==> config.mk <==
export PLATFORM = sky130hd
export DESIGN_NAME = wait_bus_master
export DESIGN_NICKNAME = d
export VERILOG_FILES = /design/src/rtl/wbm_pkg.sv /design/src/rtl/wbm_phase.sv /design/src/rtl/wbm_wait_ctr.sv /design/src/rtl/wbm_datapath.sv /design/src/rtl/wait_bus_master.sv
export SDC_FILE = /design/constraint.sdc
export NUM_CORES = 1
export LEC_CHECK = 0
export BUFFER_PORTS_ARGS = -buffer_cell sky130_fd_sc_hd__buf_2
export CAP_MARGIN = 20
export CORE_MARGIN = 1
export CORE_UTILIZATION = 34
export CTS_BUF_LIST = sky130_fd_sc_hd__clkbuf_8
export CTS_CLUSTER_SIZE = 25
export DETAILED_ROUTE_END_ITERATION = 6
export GPL_ROUTABILITY_DRIVEN = 0
export PLACE_DENSITY_LB_ADDON = 0.1
export SYNTH_ARGS = -nofsm -noshare
export SYNTH_HDL_FRONTEND = slang
export SYNTH_SLANG_ARGS = --single-unit
==> constraint.sdc <==
create_clock -name clk_i -period 3.9 [get_ports clk_i]
set_clock_uncertainty 0.1 [all_clocks]
set_input_delay 0.195 -clock clk_i [delete_from_list [all_inputs] [get_ports clk_i]]
set_output_delay 0.195 -clock clk_i [all_outputs]
set_load 0.01 [all_outputs]
==> src/rtl/wbm_pkg.sv <==
package wbm_pkg;
  typedef enum logic [2:0] {
    S_IDLE,
    S_T1,
    S_T2,
    S_TW,
    S_T3
  } bus_state_e;
endpackage

==> src/rtl/wbm_phase.sv <==
module wbm_phase (
  input  logic clk_i,
  input  logic rst_ni,
  output logic ph_o     // 0: high half, 1: low half of the bus period
);
  logic ph_q;
  always_ff @(posedge clk_i or negedge rst_ni) begin
    if (!rst_ni) ph_q <= 1'b0;
    else         ph_q <= ~ph_q;
  end
  assign ph_o = ph_q;
endmodule

==> src/rtl/wbm_wait_ctr.sv <==
module wbm_wait_ctr #(
  parameter int unsigned CntW = 3
) (
  input  logic            clk_i,
  input  logic            rst_ni,
  input  logic            load_i,
  input  logic [CntW-1:0] val_i,
  input  logic            dec_i,
  output logic            zero_o,
  output logic            last_o
);
  localparam logic [CntW-1:0] One = CntW'(1);
  logic [CntW-1:0] cnt_q;
  always_ff @(posedge clk_i or negedge rst_ni) begin
    if (!rst_ni)                    cnt_q <= '0;
    else if (load_i)                cnt_q <= val_i;
    else if (dec_i && cnt_q != '0)  cnt_q <= cnt_q - One;
  end
  assign zero_o = (cnt_q == '0);
  assign last_o = (cnt_q <= One);
endmodule

==> src/rtl/wbm_datapath.sv <==
module wbm_datapath #(
  parameter int unsigned AddrW = 16,
  parameter int unsigned DataW = 8
) (
  input  logic             clk_i,
  input  logic             rst_ni,
  input  logic             load_i,
  input  logic [AddrW-1:0] addr_i,
  input  logic [DataW-1:0] wdata_i,
  input  logic             we_i,
  input  logic             cap_i,
  input  logic [DataW-1:0] din_i,
  output logic [AddrW-1:0] addr_o,
  output logic [DataW-1:0] wdata_o,
  output logic             we_o,
  output logic [DataW-1:0] rdata_o
);
  always_ff @(posedge clk_i or negedge rst_ni) begin
    if (!rst_ni) begin
      addr_o  <= '0;
      wdata_o <= '0;
      we_o    <= 1'b0;
    end else if (load_i) begin
      addr_o  <= addr_i;
      wdata_o <= wdata_i;
      we_o    <= we_i;
    end
  end

  always_ff @(posedge clk_i or negedge rst_ni) begin
    if (!rst_ni)    rdata_o <= '0;
    else if (cap_i) rdata_o <= din_i;
  end
endmodule

==> src/rtl/wait_bus_master.sv <==
module wait_bus_master
  import wbm_pkg::*;
#(
  parameter int unsigned AddrW = 16,
  parameter int unsigned DataW = 8,
  parameter int unsigned WaitW = 3
) (
  input  logic             clk_i,
  input  logic             rst_ni,
  input  logic [WaitW-1:0] cfg_wait_i,
  input  logic             req_i,
  input  logic             req_we_i,
  input  logic [AddrW-1:0] req_addr_i,
  input  logic [DataW-1:0] req_wdata_i,
  output logic             ready_o,
  output logic             done_o,
  output logic [DataW-1:0] rdata_o,
  output logic             bus_clk_o,
  output logic [AddrW-1:0] addr_o,
  output logic             rd_n_o,
  output logic             wr_n_o,
  output logic [DataW-1:0] bus_dout_o,
  output logic             bus_doe_o,
  input  logic [DataW-1:0] bus_din_i,
  input  logic             wait_i
);
  bus_state_e state_q, state_d;
  logic ph, accept, cnt_zero, cnt_last, dec, we_q, strb_on, cap;

  wbm_phase u_phase (
    .clk_i (clk_i),
    .rst_ni(rst_ni),
    .ph_o  (ph)
  );

  assign ready_o = (state_q == S_IDLE) && ph;
  assign accept  = ready_o && req_i;
  assign dec     = (state_q == S_TW) && ph;

  wbm_wait_ctr #(.CntW(WaitW)) u_wait_ctr (
    .clk_i (clk_i),
    .rst_ni(rst_ni),
    .load_i(accept),
    .val_i (cfg_wait_i),
    .dec_i (dec),
    .zero_o(cnt_zero),
    .last_o(cnt_last)
  );

  always_comb begin
    state_d = state_q;
    unique case (state_q)
      S_IDLE: if (accept) state_d = S_T1;
      S_T1:   if (ph) state_d = S_T2;
      S_T2:   if (ph) state_d = (!cnt_zero || wait_i) ? S_TW : S_T3;
      S_TW:   if (ph && cnt_last && !wait_i) state_d = S_T3;
      S_T3:   if (ph) state_d = S_IDLE;
      default: state_d = S_IDLE;
    endcase
  end

  always_ff @(posedge clk_i or negedge rst_ni) begin
    if (!rst_ni) state_q <= S_IDLE;
    else         state_q <= state_d;
  end

  // capture at the end of the T3 high half
  assign cap = (state_q == S_T3) && !ph;

  wbm_datapath #(.AddrW(AddrW), .DataW(DataW)) u_datapath (
    .clk_i  (clk_i),
    .rst_ni (rst_ni),
    .load_i (accept),
    .addr_i (req_addr_i),
    .wdata_i(req_wdata_i),
    .we_i   (req_we_i),
    .cap_i  (cap),
    .din_i  (bus_din_i),
    .addr_o (addr_o),
    .wdata_o(bus_dout_o),
    .we_o   (we_q),
    .rdata_o(rdata_o)
  );

  // strobe window: T1 low .. T3 high
  assign strb_on = ((state_q == S_T1) && ph) || (state_q == S_T2) ||
                   (state_q == S_TW) || ((state_q == S_T3) && !ph);
  assign rd_n_o    = !(strb_on && !we_q);
  assign wr_n_o    = !(strb_on && we_q);
  assign bus_doe_o = we_q && (strb_on || ((state_q == S_T3) && ph));
  assign done_o    = (state_q == S_T3) && ph;
  assign bus_clk_o = !ph;
endmodule

=== After elaboration in Yosys (flattened, before gate mapping) ===
Cells that the tools add are included.

* Bits of input ports: 40
* Register bits: 40
* Word-level logic and storage cells: 56
* Output and inout bits: 38

* $lt $le $gt $ge: 1
* Reduce and logical (&&, ||, !) cells: 28
* Mux-type cells: 9
* $add $sub $neg: 1
* Bitwise gates (word level): 1
* Equal/unequal tests: 9

{| class="wikitable"
|+ Operators with widths
! operator !! number
|-
| 2-to-1 mux 3 bit || 8
|-
| case mux 3 bit (5 select lines) || 1
|-
| logical AND 1 bit || 12
|-
| equality test 3 x 2 -> 1 bit (second input constant) || 2
|-
| zero test 1 bit || 6
|-
| zero test 3 bit || 2
|-
| inequality test 2 x 1 -> 1 bit (second input constant) || 3
|-
| logical OR 1 bit || 5
|-
| AND reduction 5 bit || 1
|-
| inequality test 2 bit (second input constant) || 2
|-
| equality test 3 x 1 -> 1 bit (second input constant) || 1
|-
| equality test 3 bit (second input constant) || 1
|-
| <= comparator 3 x 1 -> 1 bit (second input constant) || 1
|-
| nonzero test 3 bit || 1
|-
| subtractor 3 x 1 -> 3 bit (second input constant) || 1
|-
| nonzero test 2 bit || 1
|-
| inverter 1 bit || 1
|}

=== Logic depth before layout (Yosys ltp) ===
* Word-level depth: 7
* Gate-level depth with buffers: 5
* Gate-level depth less buffers: 5

=== Cells and area by module ===
From an unflattened synthesis, not the netlist that was laid out.

* Cells, all modules: 130
* Area total of the unflattened synthesis: 1,849.3 um^2

{| class="wikitable"
|+ Modules (own cells, without submodules)
! module !! cells each !! instances !! sequential area each (um^2) !! area an instance (um^2)
|-
| wbm_datapath || 70 || 1 || 825.8 || 1,328.8
|-
| wait_bus_master || 32 || 1 || 75.1 || 262.8
|-
| wbm_wait_ctr || 26 || 1 || 75.1 || 229.0
|-
| wbm_phase || 2 || 1 || 25.0 || 28.8
|}

=== Worst setup path before layout ===
Ideal clock, no wire load.

* Kind: register to register
* From: reg state_q[1]
* To: reg u_datapath.addr_o[10]
* Setup slack: 2,068 ps
* Stages on the path, launching flop included: 6
* Period minus slack after synthesis: 1,832 ps
* Arrival: 1,604 ps
* Required time: 3,673 ps
* Setup time: 127 ps
* Buffers on the path: 2
* Cells stage by stage: dfrtp_1 > nor4b_4 > and2_4 > buf_8 > buf_8 > mux2_1

* Word-level cells in the longest chain between the ends: 3

{| class="wikitable"
|+ RTL lines
! element !! line !! source
|-
| start, declared || wait_bus_master.sv:27 || <nowiki>bus_state_e state_q, state_d;</nowiki>
|-
| start signal, assigned || wait_bus_master.sv:64 || <nowiki>else state_q <= state_d;</nowiki>
|-
| zero test 3 bit || wait_bus_master.sv:36 || <nowiki>assign ready_o = (state_q == S_IDLE) && ph;</nowiki>
|-
| logical AND 1 bit || wait_bus_master.sv:36 ||
|-
| via ready_o || wait_bus_master.sv:15 || <nowiki>output logic ready_o,</nowiki>
|-
| logical AND 1 bit || wait_bus_master.sv:37 || <nowiki>assign accept = ready_o && req_i;</nowiki>
|-
| end signal, assigned || wbm_datapath.sv:24 || <nowiki>addr_o <= addr_i;</nowiki>
|-
| end, declared || wbm_datapath.sv:13 || <nowiki>output logic [AddrW-1:0] addr_o,</nowiki>
|}

The timed path passes the listed nets, and every way through them passes these cells.
A chain may end at the register's enable or synchronous reset.

=== Worst setup path in the final report ===
* From: reg state_q[1]
* To: out rd_n_o

* Word-level cells in the longest chain between the ends: 7
* Elaborated cells on any way between the ends: 11
* Those cells by class: 4 x eq/ne; 7 x reduce/logical

{| class="wikitable"
|+ RTL lines
! element !! line !! source
|-
| equality test 3 x 1 -> 1 bit || wait_bus_master.sv:86 || <nowiki>assign strb_on = ((state_q == S_T1) && ph) || (state_q == S_T2) ||</nowiki>
|-
| logical AND 1 bit || wait_bus_master.sv:86 ||
|-
| logical OR 1 bit (2 in a row) || wait_bus_master.sv:86 ||
|-
| logical OR 1 bit (*) || wait_bus_master.sv:87 || <nowiki>(state_q == S_TW) || ((state_q == S_T3) && !ph);</nowiki>
|-
| logical AND 1 bit (*) || wait_bus_master.sv:88 || <nowiki>assign rd_n_o = !(strb_on && !we_q);</nowiki>
|-
| zero test 1 bit (*) || wait_bus_master.sv:88 ||
|-
| end, declared || wait_bus_master.sv:20 || <nowiki>output logic rd_n_o,</nowiki>
|}

Mark *: on every way between the ends. The rest lies on a longest branch, timed or not.

==> impl_metrics.toml <==
[worst_setup_path]
worst_setup_path_end_kind = "output pin"
worst-path-buf-inv = 1
critPathTopFamily = "simple AND/OR/NAND/NOR gates"
crit_required_ns = 3.61
crit_fanout = 14
worstPathCellList = "nor4b_4 > o21bai_1 > nand2b_1 > buf_2"
slowest_delay_ns = 0.65
worstPathArrival_ns = 1.93
critPathLaunchType = "register"
crit_type = "reg2out"
slowest_stage = "nor4b_4"
r2r_slack_ns = 1.82

[detailed_routing]
drcViolationCount = 0
wl_per_cell_um = 13.4
viasPerCell = 4.72
drtPass1Iterations = 4
drt-initial-drc-count = 67
wl_mm = 3.72
dr_total_vias = 1307
ant_nets = 0

[sta]
fin_ws_ns = 1.67
tns_ns = 0
min_period_ns = 2.23
worst_pin_slew_ns = 0.885
fmax_mhz = 449
rsz0062_at_grt = "false"
drv_slew = 0
fin_worst_hold_slack_ns = 0.0181
hold_viol = 0
fin_crit_sh = 0.571
setup_viol_count_final = 0
max_slew_margin = 0.410

[logic_synthesis]
ys.flop_type = "dfrtp_1"
synthesis.area_mm2 = 0.00185
synth_cells = 127
avgSynthCellArea_um2 = 14.6
yosysWarnings = 0
synth_edf_count = 0
ys_ff_latch = 40
synth-async-reset-ratio = 1.00
yosysSeqAreaShare = 0.541
syn_nets = 170
synth_cell_types = 37

[floorplanning]
start_util = 0.358
core_area_mm2 = 0.00517
rows = 26
die_w_um = 75.8
dieHeight_um = 75.8
io_pins = 78
die_area_mm2 = 0.00575

[final_layout]
area_growth_pct = 27.9
drive_above_1_share = 0.556
mostFrequentLayoutCells = "buf_2, dfrtp_1, mux2_2"
final_common_cell = "buf_2"
fin_area_mm2 = 0.00237
fill_cells = 494
num_antenna_cells = 0
final_nets = 249
multi_input_area_um2 = 768
seqCellArea_mm2 = 0.00100

[place]
post-place-ws_ns = 1.82
dp_hpwl_mm = 2.68
port_buffers = 77
post_dp_cell_area_mm2 = 0.00226

[clocking]
cts_htree_levels = 2
cts.sinks = 40
cts_setup_buffers = 0
postCtsHoldBufs = 1
cts_max_path_buffers = 2
cts_made_buffers = 5
cts_resized = 0
path_clk_slew_ns = 0.08
cts-root-buf = "clkbuf_8"
cts_tree = "built"
clock_latency_ns = 0.28

[power_and_ir_drop]
report.power.total_mw = 1.74
irDropWorstVdd_v = 0.000290
power-per-cell-area_mw_per_mm2 = 734
power.leakage_nw = 1.18

[global_route]
first_global_vias = 1269
grt-ovfl-total = 0
grt_usage = 0.139
grt_pass1_wl_mm = 5.89
antenna_found_initial = 0
grt_max_degree = 41

[job]
cap_viol_max_count = 0

[hold_path]
hold_class = "in2reg"

[status]
outcome = "finished clean"
[cell families after synthesis]
kind of cell	count (synthesis)	synth area share
buffers and inverters	11	0.0446
AND/OR/NAND/NOR	22	0.0939
flip-flops	40	0.541
adder cells (fa/ha/maj)	3	0.0203
multiplexers	34	0.226
AO/OA/AOI/OAI	17	0.0743
[final cells by class]
| class | instances | area share |
|---|---|---|
| clock buffer | 6 | 0.0349 |
| clock inverter | 2 | 0.00634 |
| inverter | 5 | 0.00792 |
| multi-input combinational | 76 | 0.324 |
| sequential | 40 | 0.423 |
| tap | 70 | 0.0370 |
| timing repair buffer | 78 | 0.167 |
[final timing paths]
check	from	endpoint	depth (start not counted)
hold / removal	req_addr_i[12]	u_datapath.addr_o[12]	2
min in group asynchronous	rst_ni	u_datapath.addr_o[6]	2
setup / recovery	state_q[1]	rd_n_o	4
max in group asynchronous	rst_ni	state_q[0]	2
hold reg to reg	u_datapath.addr_o[12]	u_datapath.addr_o[12]	1
setup reg to reg	state_q[1]	u_datapath.wdata_o[2]	3
[power by group]
group / total, mW / switching (mW) / internal (mW)
Sequential: 0.737 / 0.134 / 0.603
Clock: 0.290 / 0.147 / 0.143
Combinational: 0.712 / 0.314 / 0.398
Total: 1.74 / 0.595 / 1.14
[synth_stat cells (2+ instances only)]
library cell | number | area share
a21oi_1 | 2 | 0.0054
a221o_1 | 2 | 0.011
buf_2 | 2 | 0.0054
buf_8 | 2 | 0.016
dfrtp_1 | 40 | 0.54
ha_1 | 3 | 0.020
inv_1 | 5 | 0.010
mux2_1 | 8 | 0.049
mux2_2 | 15 | 0.091
mux2_4 | 10 | 0.081
nand2_1 | 2 | 0.0041
nor2b_1 | 3 | 0.010
nor3_1 | 4 | 0.011
nor3b_1 | 3 | 0.012
nor4b_4 | 2 | 0.026
o21ai_0 | 2 | 0.0054
o31a_1 | 2 | 0.0095
[worst reg2reg max path: stages, from the launching register on]
cell and delay (ns):
dfrtp_1 0.56, nor4b_4 0.44, and2_4 0.47, mux2_2 0.41
[per-layer routing]
layer / share of wire / track usage
met5: 0 / 0
met4: 0.016 / 0.0617
met3: 0.10 / 0.0529
met2: 0.45 / 0.226
met1: 0.43 / 0.163
[metrics by stage]
step / cells / util
after floorplan: 127 / -
after global placement: 268 / 0.437
after detailed placement: 268 / 0.437
after CTS: 277 / 0.458
after global routing: 277 / 0.458
final: 277 / 0.458
[registers in the layout, summed over array words and instances, names as in the netlist]
signal / count
u_datapath.addr_o: 16
u_datapath.rdata_o: 8
u_datapath.wdata_o: 8
state_q: 3
u_wait_ctr.cnt_q: 3
u_datapath.we_o: 1
u_phase.ph_o: 1
Power figures use the tool's default switching activity.
